[src/rtl/adc_tag_pkg.sv]
package adc_tag_pkg;
   localparam int TAG_W   = 30;
   localparam int WORD_W  = 32;
   localparam int ENTRY_W = 2 * TAG_W;
   localparam int INV_BIT = 31;
   localparam int RUN_BIT = 30;

   typedef struct packed {
      logic [TAG_W-1:0] hi;
      logic [TAG_W-1:0] lo;
   } entry_t;

   function automatic logic [WORD_W-1:0] fmt_word(input logic is_empty,
                                                  input logic run,
                                                  input logic [TAG_W-1:0] tag);
      if (is_empty) fmt_word = {1'b1, run, {TAG_W{1'b0}}};
      else          fmt_word = {1'b0, run, tag};
   endfunction
endpackage

[src/rtl/adc_tag_store.sv]
module adc_tag_store
   import adc_tag_pkg::*;
#(
   parameter int DEPTH = 16,
   parameter int CNT_W = $clog2(DEPTH + 1)
) (
   input  logic             clk,
   input  logic             rst_n,
   input  logic             push,
   input  entry_t           push_data,
   input  logic             pop,
   output entry_t           head,
   output logic [CNT_W-1:0] count,
   output logic             empty,
   output logic             full,
   output logic             overflow
);
   localparam int PTR_W = $clog2(DEPTH);

   if (DEPTH < 2 || (DEPTH & (DEPTH - 1)) != 0) begin : g_depth_chk
      $error("adc_tag_store: DEPTH must be a power of two of at least 2");
   end
   if (CNT_W < $clog2(DEPTH + 1)) begin : g_cnt_chk
      $error("adc_tag_store: CNT_W too narrow for DEPTH");
   end

   entry_t           mem [DEPTH];
   logic [PTR_W-1:0] wr_ptr, rd_ptr;
   logic             do_push, do_pop;

   assign empty   = (count == '0);
   assign full    = (count == CNT_W'(DEPTH));
   assign do_push = push && !full;
   assign do_pop  = pop && !empty;
   assign head    = mem[rd_ptr];

   always_ff @(posedge clk) begin
      if (do_push) mem[wr_ptr] <= push_data;
   end

   always_ff @(posedge clk) begin
      if (!rst_n) begin
         wr_ptr   <= '0;
         rd_ptr   <= '0;
         count    <= '0;
         overflow <= 1'b0;
      end else begin
         if (do_push) wr_ptr <= wr_ptr + 1'b1;
         if (do_pop)  rd_ptr <= rd_ptr + 1'b1;
         case ({do_push, do_pop})
            2'b10:   count <= count + 1'b1;
            2'b01:   count <= count - 1'b1;
            default: count <= count;
         endcase
         if (push && full) overflow <= 1'b1;
      end
   end

   // occupancy bounded by the depth
   a_r3_count_bound: assert property (@(posedge clk) disable iff (!rst_n)
      count <= CNT_W'(DEPTH));
   // accepted push with pop keeps the count
   a_r3_push_pop_hold: assert property (@(posedge clk) disable iff (!rst_n)
      push && pop && !full && !empty |=> count == $past(count));
   // a push into a full store leaves it full when nothing pops
   a_r9_full_drop: assert property (@(posedge clk) disable iff (!rst_n)
      push && full && !pop |=> full);
   // overflow is sticky
   a_r9_overflow_sticky: assert property (@(posedge clk) disable iff (!rst_n)
      overflow |=> overflow);
endmodule

[src/rtl/adc_tag_rdsel.sv]
module adc_tag_rdsel
   import adc_tag_pkg::*;
(
   input  logic                  clk,
   input  logic                  rst_n,
   input  logic                  rd_req,
   input  logic                  dma_req,
   input  logic                  running,
   input  logic                  empty,
   input  entry_t                head,
   output logic                  pop,
   output logic [WORD_W-1:0]     rd_data,
   output logic [2*WORD_W-1:0]   dma_data
);
   logic                   half_hi;
   logic                   dma_go;
   logic [1:0][TAG_W-1:0]  tags;
   logic [1:0][WORD_W-1:0] fmt;

   assign tags   = {head.hi, head.lo};
   assign dma_go = dma_req && !rd_req;

   for (genvar h = 0; h < 2; h++) begin : g_half
      assign fmt[h] = fmt_word(empty, running, tags[h]);
   end

   assign pop = !empty && ((rd_req && half_hi) || dma_go);

   always_ff @(posedge clk) begin
      if (!rst_n) begin
         half_hi  <= 1'b0;
         rd_data  <= '0;
         dma_data <= '0;
      end else if (rd_req) begin
         rd_data <= fmt[half_hi];
         if (!empty) half_hi <= !half_hi;
      end else if (dma_go) begin
         dma_data <= {fmt[1], fmt[0]};
         half_hi  <= 1'b0;
      end
   end

   // empty 32-bit read is flagged invalid
   a_r4_empty_invalid: assert property (@(posedge clk) disable iff (!rst_n)
      rd_req && empty |=> rd_data[INV_BIT] && rd_data[TAG_W-1:0] == '0);
   // running bit follows the input at request time
   a_r5_run_bit: assert property (@(posedge clk) disable iff (!rst_n)
      rd_req |=> rd_data[RUN_BIT] == $past(running));
   // empty 64-bit read flags both halves
   a_r7_dma_empty: assert property (@(posedge clk) disable iff (!rst_n)
      dma_req && !rd_req && empty |=> dma_data[WORD_W+INV_BIT] && dma_data[INV_BIT]);
   // the 32-bit port wins, 64-bit output holds
   a_r8_dma_hold: assert property (@(posedge clk) disable iff (!rst_n)
      rd_req && dma_req |=> $stable(dma_data));
endmodule

[src/rtl/adc_tag_fifo.sv]
module adc_tag_fifo
   import adc_tag_pkg::*;
#(
   parameter int DEPTH = 16,
   parameter int CNT_W = $clog2(DEPTH + 1)
) (
   input  logic             clk,
   input  logic             rst_n,
   input  logic             wr_valid,
   input  logic [29:0]      wr_lo,
   input  logic [29:0]      wr_hi,
   input  logic             seq_running,
   input  logic [CNT_W-1:0] afull_level,
   input  logic             rd_req,
   output logic [31:0]      rd_data,
   input  logic             dma_req,
   output logic [63:0]      dma_data,
   output logic [CNT_W-1:0] count,
   output logic             empty,
   output logic             full,
   output logic             almost_full,
   output logic             overflow
);
   entry_t head;
   logic   pop;

   adc_tag_store #(.DEPTH(DEPTH), .CNT_W(CNT_W)) u_store (
      .clk       (clk),
      .rst_n     (rst_n),
      .push      (wr_valid),
      .push_data ({wr_hi, wr_lo}),
      .pop       (pop),
      .head      (head),
      .count     (count),
      .empty     (empty),
      .full      (full),
      .overflow  (overflow)
   );

   adc_tag_rdsel u_rdsel (
      .clk      (clk),
      .rst_n    (rst_n),
      .rd_req   (rd_req),
      .dma_req  (dma_req),
      .running  (seq_running),
      .empty    (empty),
      .head     (head),
      .pop      (pop),
      .rd_data  (rd_data),
      .dma_data (dma_data)
   );

   assign almost_full = (count >= afull_level);

   // a lower-half read without a push leaves the count alone
   a_r2_lower_keeps: assert property (@(posedge clk) disable iff (!rst_n)
      rd_req && !empty && !wr_valid && !pop |=> count == $past(count));
   // almost-full tracks the threshold
   a_r10_afull: assert property (@(posedge clk) disable iff (!rst_n)
      full && afull_level <= CNT_W'(DEPTH) |-> almost_full);
endmodule

[config.mk]
export PLATFORM = sky130hd
export DESIGN_NAME = adc_tag_fifo
export DESIGN_NICKNAME = d
export VERILOG_FILES = /design/src/rtl/adc_tag_pkg.sv /design/src/rtl/adc_tag_store.sv /design/src/rtl/adc_tag_rdsel.sv /design/src/rtl/adc_tag_fifo.sv
export SDC_FILE = /design/constraint.sdc
export NUM_CORES = 1
export LEC_CHECK = 0
export BUFFER_PORTS_ARGS = -buffer_cell sky130_fd_sc_hd__buf_4
export CAP_MARGIN = 5
export CORE_MARGIN = 2
export CORE_UTILIZATION = 60
export DETAILED_ROUTE_END_ITERATION = 16
export GPL_ROUTABILITY_DRIVEN = 0
export GPL_TIMING_DRIVEN = 0
export HOLD_SLACK_MARGIN = 0.03
export PLACE_DENSITY = 0.84
export REMOVE_ABC_BUFFERS = 1
export SLEW_MARGIN = 20
export SYNTH_ARGS = -nofsm -noshare
export SYNTH_HDL_FRONTEND = slang
export SYNTH_SLANG_ARGS = --single-unit
[constraint.sdc]
create_clock -name clk -period 11.5 [get_ports clk]
set_clock_uncertainty 0.2 [all_clocks]
set_input_delay 1.15 -clock clk [delete_from_list [all_inputs] [get_ports clk]]
set_output_delay 1.15 -clock clk [all_outputs]
set_load 0.03 [all_outputs]
==> results of run 1 <==
cells in the mapped netlist, types with 7 or more instances:
cell type / number / area share
edfxtp_1: 960 / 0.70
mux4_2: 210 / 0.12
dfxtp_1: 113 / 0.055
nand2_1: 103 / 0.0095
mux2i_1: 100 / 0.024
a22oi_1: 59 / 0.011
clkbuf_1: 46 / 0.0042
buf_2: 43 / 0.0053
o21ai_1: 34 / 0.0042
o211ai_1: 31 / 0.0057
a221oi_2: 30 / 0.011
a22o_1: 30 / 0.0064
mux2_2: 30 / 0.0083
o21a_1: 29 / 0.0053
o21ai_0: 28 / 0.0034
nor2_1: 21 / 0.0019
ha_1: 13 / 0.0040
nor2b_1: 13 / 0.0020
and2_1: 12 / 0.0018
buf_4: 12 / 0.0022
buf_6: 12 / 0.0033
inv_1: 11 / 0.0010
nand2b_1: 7 / 0.0011
registers in the layout, summed over array words and instances, names as in the netlist, named ones only:
| name | flops |
|---|---|
| u_rdsel.dma_data | 62 |
| u_rdsel.half_hi | 1 |
| u_rdsel.rd_data | 32 |
| u_store.count | 5 |
| u_store.mem | 960 |
| u_store.overflow | 1 |
| u_store.rd_ptr | 4 |
| u_store.wr_ptr | 4 |
worst reg2reg max path: stages, from the launching register on:
cell and delay, ns:
dfxtp_4 0.71, buf_16 0.36, buf_16 0.31, buf_16 0.32, buf_12 0.30, mux4_2 0.57
a22o_1 0.27, a221oi_2 0.53, o211ai_1 0.24
where the power goes:
group / internal [mW] / switching (mW)
Clock: 1.92 / 1.47
Combinational: 0.754 / 0.991
Sequential: 4.39 / 0.124
Total: 7.06 / 2.59
how the worst max path moves through the flow:
stage	from	end	slack, ns
3_5_place_dp	wr_valid	u_store.mem[3][16]	7.19
5_1_grt	flop	u_rdsel.rd_data[5]	7.38
3_3_place_gp	flop	u_rdsel.rd_data[29]	-8.64
2_1_floorplan	flop	u_rdsel.rd_data[29]	1.10
4_1_cts	u_store.count[0]	almost_full	7.51
6_report	u_store.count[0]	almost_full	7.46
area by class of cell:
class / instances / area [um^2] / area share
clock buffer: 133 / 2730 / 0.0566
multi-input combinational: 792 / 9300 / 0.193
timing repair buffer: 292 / 3330 / 0.0691
sequential: 1073 / 31100 / 0.645
inverter: 11 / 41.3 / 0.000857
antenna: 6 / 15.0 / 0.000312
clock inverter: 53 / 578 / 0.0120
tap: 873 / 1090 / 0.0227
stage by stage:
stage	util	setup WS, ns	setup TNS [ns]	power [mW]	instances
after floorplan	-	1.10	0	5.80	1876
after global placement	0.634	-8.64	-731.73	6.39	2924
after detailed placement	0.667	7.19	0	6.23	3041
after CTS	0.716	7.51	0	9.62	3227
after global routing	0.716	7.38	0	9.86	3232
final	0.716	7.46	0	9.65	3233
kinds of logic (layout without fill, tap and decap cells):
| kind of cell | count (synthesis) | after routing | share of synthesized area |
|---|---|---|---|
| muxes | 340 | 340 | 0.148 |
| xor gates and xnor gates | 9 | 9 | 0.00193 |
| adders and majority gates | 13 | 13 | 0.00398 |
| other | 0 | 6 | 0 |
| buffers and inverters | 130 | 489 | 0.0167 |
| DFF | 1073 | 1073 | 0.760 |
| AOI/OAI and AO/OA | 257 | 257 | 0.0498 |
| and+or+nand+nor | 173 | 173 | 0.0191 |
routing by layer:
| layer | share of wire | up-vias |
|---|---|---|
| li1 | - | 8773 |
| met1 | 0.32 | 11600 |
| met2 | 0.50 | 2232 |
| met3 | 0.11 | 528 |
| met4 | 0.066 | 6 |
| met5 | 0.00035 | - |
placed cells by master (no fill, tap or decap), drive strengths merged, types with 34 or more instances in the layout:
master and n:
dfxtp 113, mux4 210, o21ai 62, buf 292
nand2 103, mux2i 100, a22oi 59, clkinv 34
edfxtp 960, clkbuf 133
==> metrics.yaml, run 1 <==
rr_worst_depth: 8
clk_pin_slew_worst_paths_ns: 0.06
grt_use_met1: 0.396
slew_viol_final: 0
grtUsageMet3: 0.0785
routed-via-count: 23100
p_per_area_mw_per_mm2: 200
fill_cells: 3450
io_pins: 176
hold_viol_final: 0
ys_async_sr_fraction: 0
grt_antenna_before_repair: 8
cp_top_family: "compound AO/OA/AOI/OAI gates"
hold_path_depth: 2
cp_max_fo: 6
yosys_most_used_dff: "edfxtp_1"
clkSinkCount: 1073
layout-drive-gt1-share: 0.319
fmax_mhz: 248
worst_slew_pin_slew_ns: 0.945
fp.dieW_um: 265
timing.rr.end: "u_rdsel.rd_data[5]"
required_ns: 10.15
grt_usage: 0.329
antenna_left: 0
cts_hold_buffers: 0
grt_use_met2: 0.548
fin_nets: 2353
dieArea_mm2: 0.0703
rsz0062_at_grt: "false"
ctsRootBufferMaster: "clkbuf_16"
place.port_buffers: 175
cp.depth: 8
max_stage_delay_ns: 0.51
clock_latency_ns: 0.67
grt_pass1_wl_mm: 165
postCtsSetupBuffers: 0
final_area_mm2: 0.0482
fin_crit_sh: 0.351
start_util: 0.608
core_mm2: 0.0673
cp_cell_sequence: "inv_1 > ha_1 > nand2b_1 > a21o_1 > a21o_1 > a21o_1 > a21o_1 > buf_4"
crit_path_frequent_cell: "a21o_1"
worstSetupPathType: "flop to output port"
cts_tree: "done"
grt_pass1_vias: 23600
place_area_mm2: 0.0449
cts_resized: 0
ys_warn_count: 0
end_kind: "output port"
path_buf_inv: 2
drc: 0
max-cap-violations: 0
holdWs_ns: 0.255
chipHeight_um: 265
setup_violations: 0
status: "completed"
synth.distinct_cells: 45
drt_first_pass_iters: 9
syn_to_final_growth_pct: 17.8
worstHoldPathType: "flop to flop"
critPathSlowestCell: "dfxtp_1"
worstPathArrival_ns: 2.69
place_hpwl_mm: 65.6
vdd_drop_max_uv: 110
rows: 95
grt.busiest_layer: "met2"
grt_overflow_total: 0
grt_max_degree: 54
worstSetupStartpointType: "flop"
leakagePower_nw: 15.6
wl_per_cell_um: 35.9
synth_edf_count: 960
min_period_ns: 4.04
cts-htree-levels: 3
hold_end: "u_rdsel.dma_data[3]"
drt-initial-drc-count: 3754
slew_headroom: 0.367
synthesis.area_mm2: 0.0409
ys_seq_elements: 1073
rrSetupSlack_ns: 7.51
avgSynthCellArea_um2: 20.5
worstHoldStart: "u_rdsel.dma_data[3]"
syn_inst: 1995
cts-buffers-inserted: 99
ys_seq_area_frac: 0.760
vias_per_cell: 7.16
clockBufferDepth: 3
drt-total-wl_mm: 116
Note: power is estimated with default switching activity, not from simulation.
==> run 2: changes to the inputs <==
==> constraint.sdc (replaced) <==
create_clock -name clk -period 3.8 [get_ports clk]
set_clock_uncertainty 0.2 [all_clocks]
set_input_delay 0.38 -clock clk [delete_from_list [all_inputs] [get_ports clk]]
set_output_delay 0.38 -clock clk [all_outputs]
set_load 0.03 [all_outputs]
==> run 2 against run 1 <==
  * The run now ends with negative setup slack left
  * Largest power group unchanged
  * Sequential power increased to 3.0 times the previous value
  * Worst setup slack got worse by 7.5 ns
  * Via count increased by 5.5%
  * Combinational power increased to 3.3 times the previous value
  * Utilization increased by 1.1 points
  * Critical path depth increased by 2
  * Sequential cell count unchanged
  * Largest cell class unchanged
  * Die area unchanged
==> metrics.yaml, run 2 (same netlist as run 1, synthesis figures left out) <==
vias_per_cell: 7.38  # +3.2%
grt_overflow_total: 0  # unchanged
cts-buffers-inserted: 99  # unchanged
final_common_cell: "edfxtp_1"
core_mm2: 0.0673  # unchanged
worstSetupStartpointType: "flop"
drt_first_pass_iters: 8  # -1
chipHeight_um: 265  # unchanged
required_ns: 3.96  # -6.19 ns
hold_viol_final: 0  # unchanged
fmax_mhz: 263
setup_violations: 2  # +2
rows: 95  # unchanged
grt_usage: 0.362  # +0.0327
leakagePower_nw: 15.9  # +2.0%
min_period_ns: 3.80
worstHoldPathType: "flop to flop"
max-cap-violations: 0  # unchanged
fin_crit_sh: 1.00
drt-initial-drc-count: 3838  # +2.2%
worst_slew_pin_slew_ns: 0.994  # +0.0495 ns
p_per_area_mw_per_mm2: 608  # +200%
clkSinkCount: 1073  # unchanged
holdWs_ns: 0.255  # +0.000293 ns
ctsRootBufferMaster: "clkbuf_16"
grt_max_degree: 54  # unchanged
setup-tns-final_ns: -0.00551  # -0.00551 ns
end_kind: "flop"
layout-drive-gt1-share: 0.311  # -0.00755
slew_headroom: 0.337  # -0.0295
layout_common_cells: "edfxtp_1 (960), buf_4 (214), mux4_2 (210)"
place.port_buffers: 175  # unchanged
slew_viol_final: 0  # unchanged
worstPathArrival_ns: 3.96  # +1.27 ns
drc: 0  # unchanged
violations: "negative setup slack"
net-switching-power_mw: 8.29  # +220%
clkPwrFrac: 0.352  # about the same
seq_power_share: 0.458  # -0.009
largest_reg_flops: 960  # unchanged
drt-total-wl_mm: 127  # +9.7%
fin_nets: 2423  # +3.0%
dieArea_mm2: 0.0703  # unchanged
routed-via-count: 24400  # +5.5%
clockBufferDepth: 3  # unchanged
syn_to_final_growth_pct: 19.7
worstSetupPathType: "flop to flop"
pre_cts_slack_ns: 0.0242  # -7.16 ns
fp.dieW_um: 265  # unchanged
grt_pass1_vias: 24700  # +4.6%
switching_share: 0.278  # +0.0104
start_util: 0.608  # unchanged
comb_power_share: 0.191  # +0.010
clk_pin_slew_worst_paths_ns: 0.06  # about the same
vdd_drop_max_uv: 411  # +270%
grt_pass1_wl_mm: 178  # +8.3%
place_hpwl_mm: 65.6  # unchanged
reg.largest.list: "u_store.mem x960, u_rdsel.dma_data x62, u_rdsel.rd_data x32"
p_int_mw: 21.5  # +200%
cts-htree-levels: 3  # unchanged
grt_antenna_before_repair: 9  # +1
status: "finished, violations left"
antenna_left: 0  # unchanged
wl_per_cell_um: 38.5  # +7.3%
cp_max_fo: 11  # +5
layout_setup_ws_ns: -0.00310  # -7.46 ns
fin_util: 0.728  # +0.0113
cts_tree: "done"
clock_latency_ns: 0.68  # about the same
largest-register: "u_store.mem"
io_pins: 176  # unchanged
==> run 2: cell types whose count changed in the layout (fill, tap and decap cells not counted), sizes merged <==
cell / change
buf: +3
diode: +4
dlygate4sd3: +67
==> run 2: path summary, 6_finish.rpt <==
path | cells past startpoint | endpoint | start | slack, ns
max | 10 | u_store.mem[0][16] | u_store.count[1] | -0.003
min reg2reg | 2 | u_rdsel.dma_data[45] | u_rdsel.dma_data[45] | 0.26
min | 2 | u_rdsel.dma_data[45] | u_rdsel.dma_data[45] | 0.26
max reg2reg | 10 | u_store.mem[0][16] | u_store.count[1] | -0.003
==> run 2: layout make-up <==
class                      count  area (um^2)
sequential                  1073        31100
fill                        3360        18300
multi-input combinational    792         9340
timing repair buffer         362         4040
clock buffer                 133         2730
tap                          873         1090
clock inverter                53          578
inverter                      11         41.3
antenna                       10         25.0
==> run 2: critical path: stages, from the launching register on <==
cell	delay, ns
dfxtp_1	0.62
nor4_4	0.15
a21boi_4	0.36
nand2_1	0.36
nor3_2	0.51
buf_4	0.28
buf_6	0.17
buf_6	0.16
buf_6	0.17
buf_4	0.24
buf_4	0.26
==> run 2: metrics by stage <==
stage                     area (um^2)  power [mW]  cells
final                           49000        29.8   3307
after global routing            48900        30.3   3302
after CTS                       48900        29.2   3295
after detailed placement        44900        18.9   3041
after global placement          42700        17.9   2924
after floorplan                 40300        17.0   1876
==> run 2: repair_timing <==
item	in CTS	in global routing
endpoints found under the hold margin	985	0
setup endpoints to repair	13	39
hold buffers	67	0
gates resized for setup	1	4
buffers inserted	1	2
==> run 2: routing by layer <==
layer | routed length (um) | vias up | GRT usage
met3 | 16800 | 733 | 0.102
met5 | 63 | - | 0
met1 | 38400 | 12000 | 0.427
li1 | - | 8932 | -
met4 | 10600 | 10 | 0.238
met2 | 61300 | 2733 | 0.589
==> run 2: power groups by stage <==
stage	Clock (mW)	Combinational, mW	Sequential [mW]
floorplan	0	2.59	14.4
global placement	0	3.79	14.2
detailed placement	0	5.00	13.9
CTS	10.3	5.33	13.6
global route	10.8	5.83	13.6
finish	10.5	5.67	13.6
